File: src/rtl/audio_tx_pkg.sv
package audio_tx_pkg;

    localparam int SMP_W = 32;

    // register select values
    localparam logic [1:0] ADDR_CTRL = 2'd0;
    localparam logic [1:0] ADDR_FMT  = 2'd1;
    localparam logic [1:0] ADDR_DIV  = 2'd2;

    // field positions
    localparam int CTL_EN_BIT   = 0;
    localparam int CTL_TDM_BIT  = 1;
    localparam int CTL_RES_LSB  = 3;
    localparam int FMT_SLOT_LSB = 15;
    localparam int FMT_WID_LSB  = 18;

    // decoded configuration seen by the datapath
    typedef struct packed {
        logic       en;
        logic       tdm;
        logic [5:0] res_bits;
        logic [3:0] slots;
        logic [5:0] width;
    } tx_cfg_t;

    function automatic logic res_code_ok(input logic [2:0] code);
        return (code == 3'd0) || (code == 3'd2) || (code == 3'd4) || (code == 3'd5);
    endfunction

    function automatic logic [5:0] res_code_bits(input logic [2:0] code);
        case (code)
            3'd0:    return 6'd8;
            3'd4:    return 6'd24;
            3'd5:    return 6'd32;
            default: return 6'd16;
        endcase
    endfunction

    function automatic logic wid_code_ok(input logic [4:0] code);
        return (code == 5'd0) || (code == 5'd8) || (code == 5'd16) || (code == 5'd24);
    endfunction

endpackage

File: src/rtl/atx_regs.sv
module atx_regs
    import audio_tx_pkg::*;
#(
    parameter int DIV_W     = 16,
    parameter int DEF_RATIO = 4
) (
    input  logic             clk,
    input  logic             rst_n,
    input  logic             wr_en,
    input  logic [1:0]       wr_addr,
    input  logic [31:0]      wr_data,
    output tx_cfg_t          cfg_o,
    output logic [DIV_W-1:0] ratio_o
);

    typedef struct packed {
        logic             en;
        logic             tdm;
        logic [2:0]       res_code;
        logic [2:0]       slot_code;
        logic [4:0]       wid_code;
        logic [DIV_W-1:0] ratio;
    } reg_st_t;

    reg_st_t st_d, st_q;

    logic [2:0]       new_res;
    logic [2:0]       new_slot;
    logic [4:0]       new_wid;
    logic [DIV_W-1:0] new_ratio;

    always_comb begin
        new_res   = wr_data[CTL_RES_LSB +: 3];
        new_slot  = wr_data[FMT_SLOT_LSB +: 3];
        new_wid   = wr_data[FMT_WID_LSB +: 5];
        new_ratio = wr_data[DIV_W-1:0];
        st_d      = st_q;
        if (wr_en) begin
            case (wr_addr)
                ADDR_CTRL: if (res_code_ok(new_res)) begin
                    st_d.en       = wr_data[CTL_EN_BIT];
                    st_d.tdm      = wr_data[CTL_TDM_BIT];
                    st_d.res_code = new_res;
                end
                ADDR_FMT: if (wid_code_ok(new_wid)) begin
                    st_d.slot_code = new_slot;
                    st_d.wid_code  = new_wid;
                end
                ADDR_DIV: if (new_ratio >= DIV_W'(2)) begin
                    st_d.ratio = new_ratio;
                end
                default: ;
            endcase
        end
    end

    always_ff @(posedge clk) begin
        if (!rst_n) begin
            st_q       <= '0;
            st_q.ratio <= DIV_W'(DEF_RATIO);
        end else begin
            st_q <= st_d;
        end
    end

    always_comb begin
        cfg_o.en       = st_q.en;
        cfg_o.tdm      = st_q.tdm;
        cfg_o.res_bits = res_code_bits(st_q.res_code);
        cfg_o.slots    = (st_q.slot_code == 3'd0) ? 4'd8 : {1'b0, st_q.slot_code};
        cfg_o.width    = (st_q.wid_code == 5'd0) ? 6'd32 : {1'b0, st_q.wid_code};
        ratio_o        = st_q.ratio;
    end

endmodule

File: src/rtl/atx_clkgen.sv
module atx_clkgen #(
    parameter int DIV_W = 16
) (
    input  logic             clk,
    input  logic             rst_n,
    input  logic             en,
    input  logic [DIV_W-1:0] ratio,
    output logic             bclk_o,
    output logic             tick_o
);

    typedef struct packed {
        logic [DIV_W-1:0] cnt;
        logic             bclk;
    } clk_st_t;

    clk_st_t st_d, st_q;

    logic [DIV_W-1:0] half;
    logic [DIV_W-1:0] last;

    always_comb begin
        half   = ratio >> 1;
        last   = ratio - DIV_W'(1);
        tick_o = en && (st_q.cnt >= last);
        st_d   = st_q;
        if (!en) begin
            // parked at the top so the first enabled cycle starts a period
            st_d.cnt  = '1;
            st_d.bclk = 1'b0;
        end else if (tick_o) begin
            st_d.cnt  = '0;
            st_d.bclk = 1'b0;
        end else begin
            st_d.cnt = st_q.cnt + DIV_W'(1);
            if (st_q.cnt == half - DIV_W'(1)) begin
                st_d.bclk = 1'b1;
            end
        end
    end

    always_ff @(posedge clk) begin
        if (!rst_n) begin
            st_q.cnt  <= '1;
            st_q.bclk <= 1'b0;
        end else begin
            st_q <= st_d;
        end
    end

    assign bclk_o = st_q.bclk;

endmodule

File: src/rtl/atx_framer.sv
module atx_framer
    import audio_tx_pkg::*;
(
    input  logic             clk,
    input  logic             rst_n,
    input  tx_cfg_t          cfg,
    input  logic             tick,
    input  logic             smp_valid,
    input  logic [SMP_W-1:0] smp_data,
    output logic             smp_ready,
    output logic             fsync_o,
    output logic             sdata_o,
    output logic             underrun_o
);

    localparam int CNT_W = $clog2(SMP_W) + 1;

    typedef struct packed {
        logic             idle;
        logic [CNT_W-1:0] bitc;
        logic [2:0]       slot;
        logic [SMP_W-1:0] shreg;
        logic             fs;
        logic             sd;
        logic             urun;
    } fr_st_t;

    fr_st_t st_d, st_q;

    logic [CNT_W-1:0] slot_len;
    logic [3:0]       nslots;
    logic             last_bit;
    logic             last_slot;
    logic             load;
    logic [2:0]       nidx;
    logic [SMP_W-1:0] mask;
    logic [SMP_W-1:0] aligned;

    always_comb begin
        // slot geometry for the selected framing
        if (cfg.tdm) begin
            slot_len = CNT_W'(cfg.width);
            nslots   = cfg.slots;
        end else begin
            slot_len = (cfg.res_bits <= 6'd16) ? CNT_W'(16) : CNT_W'(32);
            nslots   = 4'd2;
        end
        last_bit  = st_q.bitc >= (slot_len - CNT_W'(1));
        last_slot = {1'b0, st_q.slot} >= (nslots - 4'd1);
        load      = tick && (st_q.idle || last_bit);
        nidx      = (st_q.idle || last_slot) ? 3'd0 : st_q.slot + 3'd1;

        // left-align the right-justified sample, zero below its LSB
        mask    = (cfg.res_bits >= 6'(SMP_W)) ? '1
                : ((SMP_W'(1) << cfg.res_bits) - SMP_W'(1));
        aligned = (smp_data & mask) << (6'(SMP_W) - cfg.res_bits);

        st_d = st_q;
        if (!cfg.en) begin
            st_d.idle  = 1'b1;
            st_d.bitc  = '0;
            st_d.slot  = '0;
            st_d.shreg = '0;
            st_d.fs    = 1'b0;
            st_d.sd    = 1'b0;
        end else if (tick) begin
            st_d.idle = 1'b0;
            st_d.sd   = st_q.shreg[SMP_W-1];
            if (load) begin
                st_d.bitc  = '0;
                st_d.slot  = nidx;
                st_d.shreg = smp_valid ? aligned : '0;
                st_d.urun  = st_q.urun | ~smp_valid;
                st_d.fs    = cfg.tdm ? (nidx == 3'd0) : (nidx == 3'd1);
            end else begin
                st_d.bitc  = st_q.bitc + CNT_W'(1);
                st_d.shreg = st_q.shreg << 1;
                st_d.fs    = cfg.tdm ? 1'b0 : st_q.fs;
            end
        end
    end

    always_ff @(posedge clk) begin
        if (!rst_n) begin
            st_q      <= '0;
            st_q.idle <= 1'b1;
        end else begin
            st_q <= st_d;
        end
    end

    assign smp_ready  = load;
    assign fsync_o    = st_q.fs;
    assign sdata_o    = st_q.sd;
    assign underrun_o = st_q.urun;

endmodule

File: src/rtl/ser_audio_tx.sv
module ser_audio_tx
    import audio_tx_pkg::*;
#(
    parameter int DIV_W     = 16,
    parameter int DEF_RATIO = 4
) (
    input  logic        clk,
    input  logic        rst_n,
    input  logic        cfg_we,
    input  logic [1:0]  cfg_addr,
    input  logic [31:0] cfg_wdata,
    input  logic        smp_valid,
    input  logic [31:0] smp_data,
    output logic        smp_ready,
    output logic        bclk_o,
    output logic        fsync_o,
    output logic        sdata_o,
    output logic        underrun_o
);

    tx_cfg_t          cfg;
    logic [DIV_W-1:0] ratio;
    logic             tick;
    logic             port_en;

    assign port_en = cfg.en;

    atx_regs #(
        .DIV_W    (DIV_W),
        .DEF_RATIO(DEF_RATIO)
    ) u_regs (
        .clk    (clk),
        .rst_n  (rst_n),
        .wr_en  (cfg_we),
        .wr_addr(cfg_addr),
        .wr_data(cfg_wdata),
        .cfg_o  (cfg),
        .ratio_o(ratio)
    );

    atx_clkgen #(
        .DIV_W(DIV_W)
    ) u_clk (
        .clk   (clk),
        .rst_n (rst_n),
        .en    (cfg.en),
        .ratio (ratio),
        .bclk_o(bclk_o),
        .tick_o(tick)
    );

    atx_framer u_frm (
        .clk       (clk),
        .rst_n     (rst_n),
        .cfg       (cfg),
        .tick      (tick),
        .smp_valid (smp_valid),
        .smp_data  (smp_data),
        .smp_ready (smp_ready),
        .fsync_o   (fsync_o),
        .sdata_o   (sdata_o),
        .underrun_o(underrun_o)
    );

endmodule

File: config.mk
export PLATFORM = sky130hd
export DESIGN_NAME = ser_audio_tx
export DESIGN_NICKNAME = d
export VERILOG_FILES = /design/src/rtl/audio_tx_pkg.sv /design/src/rtl/atx_regs.sv /design/src/rtl/atx_clkgen.sv /design/src/rtl/atx_framer.sv /design/src/rtl/ser_audio_tx.sv
export SDC_FILE = /design/constraint.sdc
export NUM_CORES = 1
export LEC_CHECK = 0
export CAP_MARGIN = 5
export CORE_MARGIN = 2
export CORE_UTILIZATION = 51
export DETAILED_ROUTE_END_ITERATION = 12
export HOLD_SLACK_MARGIN = 0.12
export PLACE_DENSITY = 0.75
export SETUP_SLACK_MARGIN = 0.4
export SLEW_MARGIN = 20
export SYNTH_ARGS = -nofsm -noshare
export SYNTH_HDL_FRONTEND = slang
export SYNTH_SLANG_ARGS = --single-unit
File: constraint.sdc
create_clock -name clk -period 12.05 [get_ports clk]
set_clock_uncertainty 0.2 [all_clocks]
set_input_delay 2.41 -clock clk [delete_from_list [all_inputs] [get_ports clk]]
set_output_delay 2.41 -clock clk [all_outputs]
set_load 0.02 [all_outputs]
==> results of run 1 <==
## metrics by stage
step / total power [mW] / instances
2_1_floorplan: 0.372 / 714
3_3_place_gp: 0.405 / 874
3_5_place_dp: 0.408 / 874
4_1_cts: 0.672 / 890
5_1_grt: 0.694 / 890
6_report: 0.669 / 890
## state kept, by name, summed over array words and instances (netlist names)
register and count:
u_regs.st_q 11, u_frm.underrun_o 1, u_frm.fsync_o 1, u_frm.st_q 42, u_frm.sdata_o 1, u_regs.cfg_o 2, u_clk.bclk_o 1, u_regs.ratio_o 16
u_clk.st_q 16
## metal layers
layer	vias up	track usage (%)	wire length, um
met5	-	0	0
met4	0	6.79	189
met3	17	3.59	625
met2	143	42.2	7160
met1	2510	30.2	6320
li1	2657	-	-
## worst max-delay path by stage
| stage | slack [ns] | to | start | cells past startpoint |
|---|---|---|---|---|
| after floorplan | 6.30 | smp_ready | u_regs.ratio_o[1] | 13 |
| after global placement | 4.79 | smp_ready | u_regs.ratio_o[1] | 15 |
| after detailed placement | 4.67 | smp_ready | u_regs.ratio_o[2] | 15 |
| after CTS | 4.27 | smp_ready | u_regs.ratio_o[2] | 15 |
| after global routing | 4.02 | smp_ready | u_regs.ratio_o[2] | 15 |
| final | 4.42 | smp_ready | u_regs.ratio_o[2] | 15 |
## where the power goes
part / leakage, nW / switching [mW] / internal [mW]
clock: 0.134 / 0.125 / 0.142
combinational: 1.59 / 0.0467 / 0.0452
sequential: 0.735 / 0.00650 / 0.304
total: 2.46 / 0.178 / 0.491
## worst register-to-register path, cell delays in order, from the launching register on
cell and delay (ns):
dfxtp_1 0.39, inv_1 0.11, ha_1 0.27, nor3b_2 0.30, nand3_1 0.18, a21oi_1 0.37, nand2_1 0.13, xor2_1 0.17
ha_1 0.32, a211oi_1 0.25, nor2_1 0.08, a2111oi_1 0.78, o21a_1 0.60, nor2_1 0.20, a32o_1 0.25
## logic make-up after synthesis
| family | Yosys count | synth area share, % |
|---|---|---|
| flops | 91 | 31.6 |
| compound gates | 178 | 18.9 |
| other cells | 1 | 0.0650 |
| mux | 38 | 6.59 |
| xor+xnor | 52 | 7.89 |
| buf+inv | 62 | 4.21 |
| simple gates | 258 | 23.4 |
| fa+ha+maj | 34 | 7.37 |
## cell usage after synthesis, drive strengths merged, types with 2 or more instances
master   count
xnor2       28
nor3        14
clkbuf      45
a31oi       32
a2111oi      3
buf          6
or4          2
and3        11
o311ai       2
or3         14
nand2b       5
o2111ai      2
xor2        24
nor2        30
and2         4
o21ai       61
nand2       81
nand3       21
nand3b       2
and4         2
a221oi       7
mux2i       38
nor3b       14
ha          34
o2bb2ai      2
a21oi       36
nand4b       3
dfxtp       91
inv         11
a211oi      17
o21a         3
nor4         5
a32o         3
nand4       16
nor2b       30
a21o         4
nor4b        3
## layout make-up
class / instances / share of cell area [%]
Clock buffer: 10 / 3.40
Clock inverter: 6 / 0.706
Inverter: 11 / 0.613
Multi-Input combinational cell: 561 / 55.3
Sequential cell: 91 / 27.1
Tap cell: 140 / 2.60
Timing Repair Buffer: 71 / 10.3
==> results.yml, run 1 <==
cells_and_area:
  multi_input_area_um2: 3720
  layout.nets: 849
  postLayoutCellArea_um2: 6730
  final_common_cell: "dfxtp_1"
  fill_cells: 980
  area_growth_pct: 16.6
  drive_above_1_share_pct: 3.60
  diodes: 0
  seq_area_um2: 1820
  post-route-util_pct: 61.5
  most-common-layout-cells: "91 x dfxtp_1, 81 x nand2_1, 65 x clkdlybuf4s50_1, 59 x o21ai_0, 38 x mux2i_1"
critical_path:
  crit_chain: "inv_1 > ha_1 > nor3b_2 > nand3_1 > a21oi_1 > nand2_1 > xor2_1 > ha_1 > a211oi_1 > nor2_1 > a2111oi_1 > o21ai_4 > buf_4 > and3_1 > clkdlybuf4s50_1"
  required_ns: 9.44
  cp.arrival_ns: 5.02
  reg2reg_slack_ns: 7.35
  cp_slowest_stage_delay_ns: 0.78
  reg2reg_to: "u_frm.st_q[40]"
  worstReg2RegStart: "u_regs.ratio_o[2]"
  critPathSlowestCell: "a2111oi_1"
  path_class: "reg -> out"
  end_kind: "output port"
  worst_path_most_repeated_cell: "ha_1"
  reg2regPathDepth: 14
  start_kind: "flip-flop"
  crit_buf_inv: 3
  worstPathMaxFanout: 87
  cp_top_family: "compound AO/OA/AOI/OAI gates"
global_route:
  grt_pass1_vias: 5035
  gr-total-overflow: 0
  grt_pass1_wl_um: 23300
  grt_max_degree: 88
  grt_usage_pct: 23.9
  antenna_found_initial: 0
synth:
  synth_edf_count: 0
  yosysTopAreaCell: "dfxtp_1"
  ys_seq_area_share_pct: 31.6
  synth_flop_cell: "dfxtp_1"
  synth.distinct_cells: 51
  syn_area_per_cell_um2: 8.08
  synth_top_area_share_pct: 31.6
  syn-cell-area_um2: 5770
  synth.top_cells.by_area: "dfxtp_1 32%, ha_1 7.4%, mux2i_1 6.6%, nand2_1 5.3%, o21ai_0 5.2%"
  synth_cells: 714
  synth-seq-cells: 91
  yosys_warnings: 0
  ys_async_sr_fraction_pct: 0
  syn_nets: 818
drt:
  drc: 0
  drt_iter0_drc: 373
  dr_total_vias: 5327
  first_pass_iters: 7
  wire_per_inst_um: 16.1
  via_per_inst: 5.99
  postRouteAntennaNets: 0
  drt-total-wl_um: 14300
placed_design:
  dp_slack_ns: 4.67
  placed_area_um2: 6450
  numPortBuffers: 65
  dp_hpwl_um: 10200
  place_congestion: 0.865
power_and_ir_drop:
  powerDensity_nw_per_um2: 99.5
  ir_worst_vdd_mv: 0.0675
  leakagePower_nw: 2.46
timing:
  fin_crit_sh_pct: 63.3
  timing.fmax_mhz: 131
  whs_ns: 0.264
  setup_viol: 0
  worstMarginPinSlew_ns: 1.11
  slew_viol_final: 0
  fin_tns_setup_ns: 0
  hold_viol: 0
  fin_crit_ns: 7.63
  slew_headroom_pct: 25.4
  fin_ws_ns: 4.42
  rsz0062_at_grt: "false"
cts:
  cts_made_buffers: 9
  cts_resized: 0
  cts_tree: "yes"
  path_clk_slew_ns: 0.07
  cts_sinks: 91
  post_cts_buffers: 0
  ctsHoldBuffers: 0
  cts_buffer_depth: 2
  htreeDepth: 3
  clock_latency_ns: 0.35
  cts_root_buf: "clkbuf_16"
job:
  maxCapViolCount: 0
worst_hold_path:
  whs_path_depth: 2
  worstHoldStart: "u_frm.st_q[44]"
  min_path_type: "reg -> reg"
  hold_end: "u_frm.st_q[44]"
status:
  status: "complete, no violations"
floorplanning:
  io_pins: 75
  die_w_um: 110
  placeableCoreArea_um2: 10900
  initial_core_util_pct: 52.8
  dieArea_um2: 12200
  rows: 38
  die_y_um: 110
No activity file was read; power rests on OpenSTA's default activity.
==> inputs of run 2 (changes only) <==
==> constraint.sdc (replaced) <==
create_clock -name clk -period 8 [get_ports clk]
set_clock_uncertainty 0.2 [all_clocks]
set_input_delay 1.6 -clock clk [delete_from_list [all_inputs] [get_ports clk]]
set_output_delay 1.6 -clock clk [all_outputs]
set_load 0.02 [all_outputs]
==> run 2 against run 1 <==
- sequential share of layout area is 0.22 points lower
- largest cell class unchanged
- sequential power up 50%
- clock power is 83% higher
- count of clock-buffer cells in the layout decreased by 1
- critical path depth is the same
- total power is 64% higher
- first-iteration DRC count up 6.2%
- cell count fell by 0.22%
- highest routed layer unchanged
- critical path type unchanged
- via count is 0.19% lower
==> results.yml, run 2 (synthesized netlist as in run 1, its figures left out) <==
cells_and_area:
  largest_register_ffs: 42
  post-route-util_pct: 62.0
  drive_above_1_share_pct: 3.48
  layout.nets: 848
  multi_input_area_um2: 3720
  final_common_cell: "dfxtp_1"
  area_growth_pct: 17.6
  seq_area_um2: 1820
  top_register: "u_frm.st_q"
  most-common-layout-cells: "91 x dfxtp_1, 81 x nand2_1, 65 x clkdlybuf4s50_1, 59 x o21ai_0, 38 x mux2i_1"
  fill_cells: 986
  postLayoutCellArea_um2: 6790
  diodes: 0
cts:
  cts_resized: 0
  cts_root_buf: "clkbuf_16"
  ctsHoldBuffers: 0
  cts_sinks: 91
  cts_tree: "yes"
  cts_buffer_depth: 2
  clock_latency_ns: 0.35
  post_cts_buffers: 0
  htreeDepth: 3
  cts_made_buffers: 9
  path_clk_slew_ns: 0.06
global_route:
  grt_max_degree: 88
  grt_pass1_wl_um: 23300
  antenna_found_initial: 0
  grt_pass1_vias: 5017
  grt_usage_pct: 24.3
  gr-total-overflow: 0
placed_design:
  dp_hpwl_um: 10000
  place_congestion: 0.927
  placed_area_um2: 6440
  numPortBuffers: 65
power_and_ir_drop:
  seqPwrFrac_pct: 42.7
  power.share.clock_pct: 44.6
  netSwitchingPower_mw: 0.264
  p_int_mw: 0.831
  power.share.switching_pct: 24.1
  leakagePower_nw: 2.48
  powerDensity_nw_per_um2: 161
  power_frac_comb_pct: 12.6
  ir_worst_vdd_mv: 0.110
critical_path:
  cp_slowest_stage_delay_ns: 0.80
  worst_path_most_repeated_cell: "ha_1"
  critPathSlowestCell: "a2111oi_1"
  required_ns: 6.20
  cp.arrival_ns: 5.04
  worstPathMaxFanout: 87
  crit_start: "u_regs.ratio_o[1]"
  end_kind: "output port"
  path_class: "reg -> out"
  crit_chain: "inv_1 > ha_1 > nor3b_2 > nand3_1 > a21oi_1 > nand2_1 > xor2_1 > ha_1 > a211oi_1 > nor2_1 > a2111oi_1 > o21ai_4 > buf_4 > and3_1 > clkdlybuf4s50_1"
  worstReg2RegStart: "u_regs.ratio_o[1]"
  start_kind: "flip-flop"
timing:
  slew_headroom_pct: 27.6
  fin_crit_sh_pct: 85.5
  setup_viol: 0
  timing.fmax_mhz: 146
  rsz0062_at_grt: "false"
  fin_tns_setup_ns: 0
  fin_crit_ns: 6.84
  slew_viol_final: 0
  hold_viol: 0
  worstMarginPinSlew_ns: 1.08
floorplanning:
  placeableCoreArea_um2: 10900
  dieArea_um2: 12200
  die_w_um: 110
  die_y_um: 110
  io_pins: 75
  rows: 38
  initial_core_util_pct: 52.8
drt:
  top_layer: "met4"
  drt_iter0_drc: 396
  drc: 0
  wire_per_inst_um: 16.0
  drt-total-wl_um: 14200
  routed-wl-met3_um: 649
  first_pass_iters: 5
  postRouteAntennaNets: 0
  dr_total_vias: 5317
  met1_length_um: 6280
  via_per_inst: 5.99
  wl_met2_um: 7100
job:
  maxCapViolCount: 0
worst_hold_path:
  worstHoldStart: "u_frm.st_q[31]"
  min_path_type: "reg -> reg"
status:
  status: "complete, no violations"
-- run 2: changes by cell type in the layout (fill, tap and decap cells not counted) --
cell / previous run / this run
clkinv_2: 1 / 0
clkbuf_1: 1 / 0
bufinv_16: 0 / 3
clkinvlp_4: 1 / 2
inv_6: 3 / 1
clkinv_4: 1 / 0
buf_4: 6 / 5
-- run 2: final cells by class --
cell class | instances | share of cell area (%)
repair buffers | 70 | 10.1
multi-input cells | 561 | 54.8
clock inverters | 6 | 1.68
clock buffers | 9 | 3.32
well taps | 140 | 2.58
inverters | 11 | 0.609
flip-flops and latches | 91 | 26.8
-- run 2: metal layers --
| layer | up-vias | global-route usage [%] |
|---|---|---|
| li1 | 2651 | - |
| met1 | 2529 | 29.9 |
| met2 | 120 | 42.7 |
| met3 | 17 | 5.41 |
| met4 | 0 | 7.05 |
| met5 | - | 0 |
-- run 2: worst paths after layout --
path | to | slack, ns | depth (start not counted)
worst min register to register | u_frm.st_q[32] | 0.27 | 2
worst min-delay path | u_frm.st_q[32] | 0.27 | 2
worst max register to register | u_frm.st_q[41] | 3.25 | 14
worst max-delay path | smp_ready | 1.16 | 15
-- run 2: critical path: cells and delay by family (launching register included) --
| family | cells | cell delay (ns) |
|---|---|---|
| compound gates | 4 | 1.49 |
| xor+xnor | 1 | 0.16 |
| simple gates | 5 | 0.98 |
| flops | 1 | 0.38 |
| buf+inv | 3 | 1.05 |
| fa+ha+maj | 2 | 0.61 |
-- run 2: power groups by stage --
stage | registers (mW) | logic [mW] | clock network (mW)
floorplan | 0.472 | 0.0875 | 0
global placement | 0.478 | 0.132 | 0
detailed placement | 0.478 | 0.136 | 0
CTS | 0.468 | 0.138 | 0.497
global route | 0.469 | 0.153 | 0.509
finish | 0.468 | 0.138 | 0.489
-- run 2: per-stage QoR --
stage	power (mW)	setup slack (ns)	cells	hold slack, ns
global placement	0.610	1.60	873	0.252
floorplan	0.560	3.06	714	0.235
global route	1.13	0.857	888	0.290
detailed placement	0.614	1.42	873	0.260
finish	1.09	1.16	888	0.267
CTS	1.10	0.996	888	0.269
